$ cat config.mk
export PLATFORM = sky130hd
export DESIGN_NAME = bsw_encoder
export DESIGN_NICKNAME = d
export VERILOG_FILES = /design/src/rtl/bsw_pkg.sv /design/src/rtl/bsw_lane.sv /design/src/rtl/bsw_min_sel.sv /design/src/rtl/bsw_search_ctl.sv /design/src/rtl/bsw_encoder.sv
export SDC_FILE = /design/constraint.sdc
export NUM_CORES = 1
export LEC_CHECK = 0
export ABC_AREA = 1
export BUFFER_PORTS_ARGS = -buffer_cell sky130_fd_sc_hd__buf_2
export CAP_MARGIN = 20
export CORE_ASPECT_RATIO = 0.9
export CORE_MARGIN = 4
export CORE_UTILIZATION = 43
export DETAILED_ROUTE_END_ITERATION = 6
export PLACE_DENSITY_LB_ADDON = 0.2
export REMOVE_ABC_BUFFERS = 1
export SLEW_MARGIN = 20
export SYNTH_ARGS = -nofsm -noshare
export SYNTH_HDL_FRONTEND = slang
export SYNTH_SLANG_ARGS = --single-unit
export TNS_END_PERCENT = 20
$ cat constraint.sdc
create_clock -name clk -period 10.68 [get_ports clk]
set_clock_uncertainty 0.1 [all_clocks]
set_input_delay 0.534 -clock clk [delete_from_list [all_inputs] [get_ports clk]]
set_output_delay 0.534 -clock clk [all_outputs]
set_load 0.1 [all_outputs]
$ cat src/rtl/bsw_pkg.sv
package bsw_pkg;
  parameter int CLW  = 4;   // lines per cluster
  parameter int NPAT = 16;  // size of the pattern set (at most CLW!)

  localparam int PW = $clog2(CLW);
  localparam int IW = $clog2(NPAT);
  localparam int DW = $clog2(CLW + 1);

  typedef logic [CLW-1:0]  word_t;
  typedef logic [PW-1:0]   sel_t;
  typedef sel_t [CLW-1:0]  perm_t;
  typedef perm_t [NPAT-1:0] ptab_t;

  function automatic int fact(input int n);
    int r;
    r = 1;
    for (int i = 2; i <= n; i++) r = r * i;
    return r;
  endfunction

  // Lexicographic enumeration of the first NPAT orderings of 0..CLW-1.
  function automatic ptab_t build_tab();
    ptab_t           t;
    int              r, f, d, cnt, pick;
    logic [CLW-1:0]  used;
    t = '0;
    for (int n = 0; n < NPAT; n++) begin
      r    = n;
      used = '0;
      for (int pos = 0; pos < CLW; pos++) begin
        f    = fact(CLW - 1 - pos);
        d    = r / f;
        r    = r % f;
        cnt  = 0;
        pick = 0;
        for (int v = 0; v < CLW; v++) begin
          if (!used[v]) begin
            if (cnt == d) pick = v;
            cnt++;
          end
        end
        used[pick] = 1'b1;
        t[n][pos]  = sel_t'(pick);
      end
    end
    return t;
  endfunction

  localparam ptab_t PTAB = build_tab();
endpackage

$ cat src/rtl/bsw_lane.sv
module bsw_lane
  import bsw_pkg::*;
(
  input  logic [IW-1:0] idx_i,
  input  word_t         data_i,
  input  word_t         prev_i,
  output word_t         cand_o,
  output logic [DW-1:0] dist_o
);
  perm_t p;
  word_t sw_data;
  word_t sw_prev;

  always_comb begin
    p       = PTAB[idx_i];
    sw_data = '0;
    sw_prev = '0;
    for (int k = 0; k < CLW; k++) begin
      sw_data[k]    = data_i[p[k]];
      // inverse reorder: position p[k] receives bit k
      sw_prev[p[k]] = prev_i[k];
    end
    cand_o = sw_data ^ sw_prev;
    dist_o = DW'($countones(cand_o ^ prev_i));
  end
endmodule

$ cat src/rtl/bsw_min_sel.sv
module bsw_min_sel
  import bsw_pkg::*;
#(
  parameter int LANES = 4
) (
  input  word_t [LANES-1:0]           cand_i,
  input  logic  [LANES-1:0][DW-1:0]   dist_i,
  input  logic  [LANES-1:0][IW-1:0]   idx_i,
  output word_t                       cand_o,
  output logic  [DW-1:0]              dist_o,
  output logic  [IW-1:0]              idx_o
);
  // Lower lane carries the lower pattern index; strict compare keeps it on ties.
  always_comb begin
    cand_o = cand_i[0];
    dist_o = dist_i[0];
    idx_o  = idx_i[0];
    for (int l = 1; l < LANES; l++) begin
      if (dist_i[l] < dist_o) begin
        cand_o = cand_i[l];
        dist_o = dist_i[l];
        idx_o  = idx_i[l];
      end
    end
  end
endmodule

$ cat src/rtl/bsw_search_ctl.sv
module bsw_search_ctl #(
  parameter int STEPS = 4,
  localparam int SW   = (STEPS > 1) ? $clog2(STEPS) : 1
) (
  input  logic          clk,
  input  logic          rst,
  input  logic          start_i,
  output logic          busy_o,
  output logic          first_o,
  output logic          last_o,
  output logic [SW-1:0] step_o
);
  logic          busy_q;
  logic [SW-1:0] step_q;

  always_ff @(posedge clk) begin
    if (rst) begin
      busy_q <= 1'b0;
      step_q <= '0;
    end else if (!busy_q) begin
      if (start_i) begin
        busy_q <= 1'b1;
        step_q <= '0;
      end
    end else if (int'(step_q) == STEPS - 1) begin
      busy_q <= 1'b0;
      step_q <= '0;
    end else begin
      step_q <= step_q + 1'b1;
    end
  end

  assign busy_o  = busy_q;
  assign step_o  = step_q;
  assign first_o = busy_q && (step_q == '0);
  assign last_o  = busy_q && (int'(step_q) == STEPS - 1);
endmodule

$ cat src/rtl/bsw_encoder.sv
module bsw_encoder
  import bsw_pkg::*;
#(
  parameter int LANES = 4
) (
  input  logic          clk,
  input  logic          rst,
  input  logic          start_i,
  input  logic [3:0]    data_i,
  output logic [3:0]    enc_o,
  output logic [3:0]    pidx_o,
  output logic [2:0]    dist_o,
  output logic          done_o
);
  localparam int STEPS = NPAT / LANES;
  localparam int SW    = (STEPS > 1) ? $clog2(STEPS) : 1;

  logic          busy, first, last;
  logic [SW-1:0] step;

  word_t         data_q, prev_q;
  word_t         best_cand;
  logic [DW-1:0] best_dist;
  logic [IW-1:0] best_idx;

  word_t [LANES-1:0]          l_cand;
  logic  [LANES-1:0][DW-1:0]  l_dist;
  logic  [LANES-1:0][IW-1:0]  l_idx;

  word_t         s_cand, m_cand;
  logic [DW-1:0] s_dist, m_dist;
  logic [IW-1:0] s_idx,  m_idx;

  bsw_search_ctl #(.STEPS(STEPS)) ctl_i (
    .clk     (clk),
    .rst     (rst),
    .start_i (start_i),
    .busy_o  (busy),
    .first_o (first),
    .last_o  (last),
    .step_o  (step)
  );

  for (genvar l = 0; l < LANES; l++) begin : g_lane
    assign l_idx[l] = IW'(int'(step) * LANES + l);
    bsw_lane lane_i (
      .idx_i  (l_idx[l]),
      .data_i (data_q),
      .prev_i (prev_q),
      .cand_o (l_cand[l]),
      .dist_o (l_dist[l])
    );
  end

  bsw_min_sel #(.LANES(LANES)) sel_i (
    .cand_i (l_cand),
    .dist_i (l_dist),
    .idx_i  (l_idx),
    .cand_o (s_cand),
    .dist_o (s_dist),
    .idx_o  (s_idx)
  );

  // Earlier steps hold lower indices, so only a strictly smaller distance wins.
  always_comb begin
    if (first || (s_dist < best_dist)) begin
      m_cand = s_cand;
      m_dist = s_dist;
      m_idx  = s_idx;
    end else begin
      m_cand = best_cand;
      m_dist = best_dist;
      m_idx  = best_idx;
    end
  end

  always_ff @(posedge clk) begin
    if (rst) begin
      data_q    <= '0;
      prev_q    <= '0;
      best_cand <= '0;
      best_dist <= '0;
      best_idx  <= '0;
      enc_o     <= '0;
      pidx_o    <= '0;
      dist_o    <= '0;
      done_o    <= 1'b0;
    end else begin
      done_o <= 1'b0;
      if (!busy && start_i) data_q <= data_i;
      if (busy) begin
        best_cand <= m_cand;
        best_dist <= m_dist;
        best_idx  <= m_idx;
      end
      if (last) begin
        enc_o  <= m_cand;
        pidx_o <= m_idx;
        dist_o <= m_dist;
        prev_q <= m_cand;
        done_o <= 1'b1;
      end
    end
  end
endmodule

## Yosys cells after proc, flatten, opt, wreduce, memory -nomap -nowiden

Memories as Yosys holds them, arrays and structs flattened.
Index checks and enable logic that the tools add are counted.

| storage, ports and cells | value |
|---|---|
| input port bits | 7 |
| memories kept | 3 |
| bits in registers | 30 |
| logic and storage cells | 205 |
| output and inout bits | 12 |
| memory bits (read-only) | 384 |

| cells by class | value |
|---|---|
| eq/ne operators | 1 |
| mux-type cells | 100 |
| bitwise logic cells | 12 |
| add/sub/neg operators | 16 |
| reduce and logical (&&, ||, !) cells | 23 |
| magnitude comparators | 40 |

Memories:

| memory | depth | bits a word | rd ports | clocked after Yosys merged registers in | write ports | RTL line | source |
|---|---|---|---|---|---|---|---|
| (no name shown) | 16 | 8 | 1 | 0 | 0 | bsw_lane.sv:15 | `p = PTAB[idx_i];` |
| (no name shown) | 16 | 8 | 1 | 0 | 0 | bsw_lane.sv:15 |  |
| (no name shown) | 16 | 8 | 1 | 0 | 0 | bsw_lane.sv:15 |  |

Operator list:

| operator | number |
|---|---|
| $bwmux W4 | 12 |
| $lt A2 B3 Y1 const B | 16 |
| $mux W1 | 36 |
| $bmux W1 S2 | 16 |
| $demux W1 S2 | 16 |
| $ge A2 B1 Y1 const B | 16 |
| $mux W4 | 8 |
| $mux W8 | 4 |
| $xor A4 B4 Y4 | 8 |
| $lt A4 B5 Y1 const B | 4 |
| $logic_and A1 B1 Y1 | 19 |
| $add A1 B1 Y2 | 8 |
| $and A4 B4 Y4 | 4 |
| $bmux W8 S2 | 1 |
| $add A3 B3 Y3 | 4 |
| $lt A3 B3 Y1 | 4 |
| $mux W3 | 4 |
| $add A4 B2 Y4 const B | 2 |
| $mux W2 | 3 |
| $add A4 B1 Y4 const B | 1 |
| $add A2 B1 Y2 const B | 1 |
| $eq A2 B1 Y1 const B | 1 |
| $logic_not A2 Y1 | 1 |
| $reduce_bool A2 Y1 | 1 |
| other kinds (2) | 2 |

## Depth between registers and ports, before layout

| logic depth | value |
|---|---|
| depth after elaboration | 24 |
| depth in mapped cells | 48 |
| depth with buffers taken out | 46 |

## By module

Synthesis repeated with hierarchy kept, for this count alone.

| unflattened totals | value |
|---|---|
| cells, all modules | 1,049 |
| area, all modules | 5,853.1 µm² |

By module, submodules not included:

| module | sequential area each (µm²) | times used | cells an instance | area each (µm²) |
|---|---|---|---|---|
| bsw_encoder | 540.5 | 1 | 199 | 1,290.0 |
| bsw_lane at g_lane[0].lane_i | 0.0 | 1 | 192 | 1,051.0 |
| bsw_lane at g_lane[2].lane_i | 0.0 | 1 | 186 | 945.9 |
| bsw_lane at g_lane[3].lane_i | 0.0 | 1 | 166 | 897.1 |
| bsw_lane at g_lane[1].lane_i | 0.0 | 1 | 171 | 870.8 |
| bsw_min_sel | 0.0 | 1 | 115 | 644.4 |
| bsw_search_ctl | 60.1 | 1 | 20 | 153.9 |

## Worst setup path after synthesis

OpenSTA, ideal clock, no wires.

| timing path | value |
|---|---|
| path kind | flip-flop to flip-flop |
| start point | reg prev_q[2] |
| end point | reg best_idx[2] |
| library setup time | 0.109 ns |
| arrival | 6.168 ns |
| period minus slack after synthesis | 6.377 ns |
| path buffers | 3 |
| data required time | 10.471 ns |
| path slack | 4.303 ns |
| stages on the path, launching flop included | 39 |
| path through | dfxtp_1 > clkbuf_1 > nor2_1 > nand2_1 > o211ai_1 > xor2_1 > xor2_1 > inv_1 > fa_1 > inv_1 > ha_1 > ha_1 > ha_1 > a21oi_4 > nand2_4 > nand2_1 > o21ai_0 > ha_1 > [3 not listed] > o21ai_0 > ha_1 > a21oi_1 > nand2_4 > buf_6 > o21ai_0 > inv_1 > ha_1 > nand2_1 > inv_1 > nand2_2 > nand2_4 > nand2_4 > buf_12 > nand2_4 > nand3_1 > nand2_1 > inv_1 |

| on the way | value |
|---|---|
| cells in the longest elaborated chain, start to end | 15 |
| elaborated cells between the ends (all ways) | 40 |
| classes of those cells | add/sub (12); order compare (4); mux (15); bitwise (8); reduce/logical (1) |

Ends and longest elaborated chain:

| element | RTL line | source |
|---|---|---|
| start: declaration | bsw_encoder.sv:21 | `word_t data_q, prev_q;` |
| start signal: assignment | bsw_encoder.sv:100 | `prev_q <= m_cand;` |
| $bwmux W4 (2 in a row) | bsw_lane.sv:21 | `sw_prev[p[k]] = prev_i[k];` |
| $xor A4 B4 Y4 | bsw_lane.sv:23 | `cand_o = sw_data ^ sw_prev;` |
| $xor A4 B4 Y4 | bsw_lane.sv:24 | `dist_o = DW'($countones(cand_o ^ prev_i));` |
| $add A1 B1 Y2 (not written as such) | bsw_lane.sv:24 |  |
| $add A3 B3 Y3 (not written as such) | bsw_lane.sv:24 |  |
| $lt A3 B3 Y1 | bsw_min_sel.sv:19 | `if (dist_i[l] < dist_o) begin` |
| $mux W3 | bsw_min_sel.sv:19 |  |
| $lt A3 B3 Y1 | bsw_min_sel.sv:19 |  |
| $mux W3 | bsw_min_sel.sv:19 |  |
| $lt A3 B3 Y1 | bsw_min_sel.sv:19 |  |
| $mux W3 | bsw_min_sel.sv:19 |  |
| $lt A3 B3 Y1 | bsw_encoder.sv:66 | `if (first \|\| (s_dist < best_dist)) begin` |
| $logic_or A1 B1 Y1 | bsw_encoder.sv:66 |  |
| $mux W4 * | bsw_encoder.sv:66 |  |
| end signal: assignment | bsw_encoder.sv:94 | `best_idx <= m_idx;` |
| end: declaration | bsw_encoder.sv:24 | `logic [IW-1:0] best_idx;` |

Mark *: on every way between the ends. The rest lies on a longest branch, timed or not.
A chain may end at the register's enable or synchronous reset.

## Worst setup path after layout

| timing path | value |
|---|---|
| start point | reg ctl_i.step_q[0] (netlist: ctl_i.step_o[0]) |
| end point | reg best_idx[0] |

| on the way | value |
|---|---|
| cells in the longest elaborated chain, start to end | 24 |
| elaborated cells between the ends (all ways) | 173 |
| classes of those cells | add/sub (15); order compare (36); mux (88); bitwise (12); reduce/logical (19); memory (3) |

Ends and longest elaborated chain:

| element | RTL line | source |
|---|---|---|
| start: declaration | bsw_search_ctl.sv:14 | `logic [SW-1:0] step_q;` |
| start signal: assignment | bsw_search_ctl.sv:29 | `step_q <= step_q + 1'b1;` |
| $add A4 B1 Y4 | bsw_encoder.sv:45 | `assign l_idx[l] = IW'(int'(step) * LANES + l);` |
| $mem_v2 Z16 W8 | - |  |
| $mux W8 (not written as such) | bsw_lane.sv:15 |  |
| $lt A2 B3 Y1 (not written as such) or $ge A2 B1 Y1 (tied branches) | bsw_lane.sv:21 |  |
| $logic_and A1 B1 Y1 (not written as such) | bsw_lane.sv:21 |  |
| $mux W1 (not written as such) | bsw_lane.sv:21 |  |
| $demux W1 S2 | - |  |
| $and A4 B4 Y4 (no source line) | - |  |
| [8 not listed] | - |  |
| $mux W3 | bsw_min_sel.sv:19 |  |
| $lt A3 B3 Y1 | bsw_min_sel.sv:19 |  |
| $mux W3 | bsw_min_sel.sv:19 |  |
| $lt A3 B3 Y1 | bsw_min_sel.sv:19 |  |
| $mux W3 | bsw_min_sel.sv:19 |  |
| $lt A3 B3 Y1 | bsw_encoder.sv:66 |  |
| $logic_or A1 B1 Y1 | bsw_encoder.sv:66 |  |
| $mux W4 * | bsw_encoder.sv:66 |  |

Mark *: on every way between the ends. The rest lies on a longest branch, timed or not. The select of a mux whose other input is x is not followed.

==> summary.md <==
| Metric | Value |
|---|---|
| Total overflow reported by the global router | 0 |
| Fmax | about 140 MHz |
| Vias | roughly 2700 |
| Buffers plus inverters on the worst setup path | 8 |
| H-tree level count | 2 |
| Floorplan die area | ~8300 µm² |
| Worst hold-check path type | flop to flop |
| Critical Path Slowest Stage Cell | sky130_fd_sc_hd__dfxtp_1 |
| Standard-cell rows | 28 |
| Number of cells upsized or downsized after cts | 0 |
| Peak per-stage delay on the critical path | between 0.5 and 0.6 ns |
| Proportion of layout cells with a drive suffix above 1 | between 10% and 20% |
| Number of remaining DRC errors | 0 |
| Number of global-route vias before repair | ~2500 |
| Detailed-route wire length per cell | 12.4 µm |
| Overall track demand over capacity in global routing | between 10% and 20% |
| Count of state elements after synthesis | 30 |
| Summed instance area of the synthesized netlist | a little under 3000 µm² |
| Initial antenna violation count | 0 |
| Launching point of the worst reg2reg path | ctl_i.step_o[0]$_SDFFE_PP0P_ |
| DRT antenna net count | 0 |
| Number of detailed-route iterations in the first pass | 4 |
| Least-Margin Pin Slew | just over 0.8 ns |
| Via count normalized by instance count | just under 5 |
| Distinct cell type count after synthesis | 28 |
| Hold path cells | 2 |
| Post-layout min period | about 7 ns |
| Setup Viol. Count Final | 0 |
| Starting utilization of the core area | between 40 and 50% |
| Final-layout setup total negative slack | 0 ns |
| Mapped Avg Cell Area | roughly 6.7 µm² |
| Crit path max fanout | 13 |
| Cell depth of the worst flop-to-flop path | between 40 and 50 |
| Instance count on the critical path | just over 40 |
| Postcts setup bufs | 0 |
| Global-route wire length before repair | approximately 12 mm |
| Half-perimeter wire length of the detailed placement result | between 5 and 6 mm |
| Die width | between 90 and 100 µm |
| Clock tree sinks | 30 |
| Category of the worst setup path launch point | flop |
| Number of standard cells after synthesis | around 440 |
| Sequential area share after synthesis | between 20% and 30% |
| Insertion delay to the later sink of the worst-skew pair | between 0.2 and 0.3 ns |
| Max-capacitance violation count | 0 |
| Cell family contributing the most delay on the critical path | adder cells |
| Synth warn | 0 |
| Core Footprint | approximately 6700 µm² |
| Slew HR | between 40% and 50% |
| Pin count of the biggest net entering global routing | 23 |
| Period Utilization, post-route | between 60% and 70% |
| Count of routing violations after the opening detailed-route iteration | 146 |
| Port bufs | 18 |
| Signed area change from the synthesized netlist to the final layout | 8.22% |
| Count of endpoints failing hold in the final timing report | 0 |
| Footprint of the multi-input gates | ~2000 µm² |
| Status | completed |
| Most common cell on crit path | sky130_fd_sc_hd__nand2_1 |
| Fin nets | 489 |
| Number of fill cells in the layout | roughly 700 |
| Clock input transition at the sequential cells of the worst setup and hold paths | ~0.060 ns |
| Critical path startpoint | ctl_i.step_o[0]$_SDFFE_PP0P_ |
| RSZ-0062 raised after global routing | false |
| Area of all sequential standard cells | around 600 µm² |
| WP data required | roughly 11 ns |
| Number of buffers on the longest clock path | 2 |
| Final antenna diode count | 0 |
| Hold bufs inserted after CTS | 0 |
| Total clock buffers created by CTS | 5 |
| Die Ht | about 87 µm |
| Total Routed Length | ~6.7 mm |
| Arrival time of data at the critical path endpoint | 7.20 ns |
| Worst setup slack for register-to-register paths | between 3 and 4 ns |
| Crit Path Class | flop to flop |
| Placer's final routability congestion estimate | 0.939 |
| Reg-to-Reg End | best_idx[0]$_SDFFE_PP0P_ |
| Cell chosen for the clock root | sky130_fd_sc_hd__clkbuf_8 |
| Final max-slew violation count | 0 |
| Endpoint class of the critical path | flop |
| Destination of the critical timing path | best_idx[0]$_SDFFE_PP0P_ |
| Top-level I/O count | 19 |
| CTS tree | yes |
[kinds of logic (layout without fill, tap and decap cells)]
group | count (synthesis) | in the layout | synth area share (%)
AO/OA/AOI/OAI | 68 | 68 | 13.6
XOR/XNOR | 32 | 32 | 9.40
adder cells (fa/ha/maj) | 30 | 30 | 13.6
buffers and inverters | 87 | 96 | 12.2
flip-flops | 30 | 30 | 20.1
AND/OR/NAND/NOR | 197 | 197 | 31.1
[registers in the layout, indices dropped and copies added (netlist names)]
signal and count:
best_cand 4, best_dist 3, best_idx 4, ctl_i.busy_o 1
ctl_i.step_o 2, data_q 4, dist_o 3, done_o 1
pidx_o 4, prev_q 4
[per-layer routing]
metal  GRT usage (%)  up-vias  wire [µm]
met5               0        -          0
met4            2.97        0         31
met3            3.63        6        326
met2            28.4       62       3100
met1            23.6     1212       3260
li1                -     1416          -
[worst reg2reg max path: cells and delay by family, from the launching register on]
| kind | cells | cell delay, ns |
|---|---|---|
| flip-flops | 1 | 0.58 |
| AO/OA/AOI/OAI | 6 | 1.07 |
| adder cells (fa/ha/maj) | 8 | 2.31 |
| AND/OR/NAND/NOR | 17 | 1.80 |
| buffers and inverters | 8 | 0.74 |
| XOR/XNOR | 2 | 0.43 |
[area by class of cell]
type | count | share of cell area (%)
Multi-Input combinational cell | 327 | 62.6
Sequential cell | 30 | 18.6
Inverter | 70 | 8.14
Tap cell | 90 | 3.49
Timing Repair Buffer | 18 | 2.79
Clock buffer | 6 | 2.56
Clock inverter | 2 | 1.86
[stage by stage]
| step | hold slack [ns] | setup slack, ns | instance area (µm²) | util [%] | std cells |
|---|---|---|---|---|---|
| 6_report | 0.349 | 3.55 | 3230 | 48.5 | 543 |
| 5_1_grt | 0.375 | 2.74 | 3230 | 48.5 | 543 |
| 4_1_cts | 0.351 | 3.52 | 3230 | 48.5 | 543 |
| 3_5_place_dp | 0.336 | 3.55 | 3090 | 46.4 | 535 |
| 3_3_place_gp | 0.331 | 3.66 | 3090 | 46.4 | 535 |
| 2_1_floorplan | 0.380 | 4.16 | 2880 | - | 427 |
[placed cells by master, fill, tap and decap left out]
| master | netlist | routed |
|---|---|---|
| sky130_fd_sc_hd__xnor2_1 | 9 | 9 |
| sky130_fd_sc_hd__nand2_1 | 105 | 105 |
| sky130_fd_sc_hd__o221ai_1 | 4 | 4 |
| sky130_fd_sc_hd__xor2_1 | 23 | 23 |
| sky130_fd_sc_hd__o211ai_1 | 8 | 8 |
| sky130_fd_sc_hd__a21oi_4 | 1 | 1 |
| sky130_fd_sc_hd__fa_1 | 4 | 4 |
| sky130_fd_sc_hd__nand2_2 | 7 | 7 |
| sky130_fd_sc_hd__o22ai_1 | 1 | 1 |
| sky130_fd_sc_hd__nand3_2 | 4 | 4 |
| sky130_fd_sc_hd__a32oi_1 | 1 | 1 |
| sky130_fd_sc_hd__inv_1 | 70 | 70 |
| sky130_fd_sc_hd__nand3_1 | 32 | 32 |
| sky130_fd_sc_hd__a211oi_1 | 5 | 5 |
| sky130_fd_sc_hd__buf_2 | 7 | 18 |
| sky130_fd_sc_hd__ha_1 | 26 | 26 |
| sky130_fd_sc_hd__nand2_4 | 14 | 14 |
| sky130_fd_sc_hd__dfxtp_1 | 30 | 30 |
| sky130_fd_sc_hd__nor2_1 | 35 | 35 |
| sky130_fd_sc_hd__o21ai_1 | 1 | 1 |
| sky130_fd_sc_hd__a21oi_1 | 19 | 19 |
| sky130_fd_sc_hd__bufinv_16 | 0 | 2 |
| sky130_fd_sc_hd__a22oi_1 | 1 | 1 |
| sky130_fd_sc_hd__o21ai_0 | 27 | 27 |
| sky130_fd_sc_hd__clkbuf_8 | 0 | 6 |
[worst min-delay path by stage]
stage / slack (ns) / from / to
final: 0.35 / pidx_o[1]$_SDFFE_PP0P_ / pidx_o[1]$_SDFFE_PP0P_
after global routing: 0.38 / pidx_o[2]$_SDFFE_PP0P_ / pidx_o[2]$_SDFFE_PP0P_
after CTS: 0.35 / pidx_o[1]$_SDFFE_PP0P_ / pidx_o[1]$_SDFFE_PP0P_
after detailed placement: 0.34 / pidx_o[1]$_SDFFE_PP0P_ / pidx_o[1]$_SDFFE_PP0P_
after global placement: 0.33 / pidx_o[3]$_SDFFE_PP0P_ / pidx_o[3]$_SDFFE_PP0P_
after floorplan: 0.38 / data_q[0]$_SDFFE_PP0P_ / data_q[0]$_SDFFE_PP0P_
[synth_stat cells, drive strengths merged]
cell,n,area [µm²]
o21ai,28,140
clkbuf,5,18.8
nor2,35,131
o221ai,4,35.0
o22ai,1,6.26
nand2,126,596
a211oi,5,37.5
dfxtp,30,601
fa,4,80.1
xor2,23,201
nand3,36,200
a32oi,1,8.76
a21oi,20,111
xnor2,9,78.8
a22oi,1,7.51
o211ai,8,60.1
inv,70,263
buf,12,81.3
ha,26,325
Power is not shown: default switching activity piles up to over one toggle a cycle in this logic, so the estimate is an artifact.
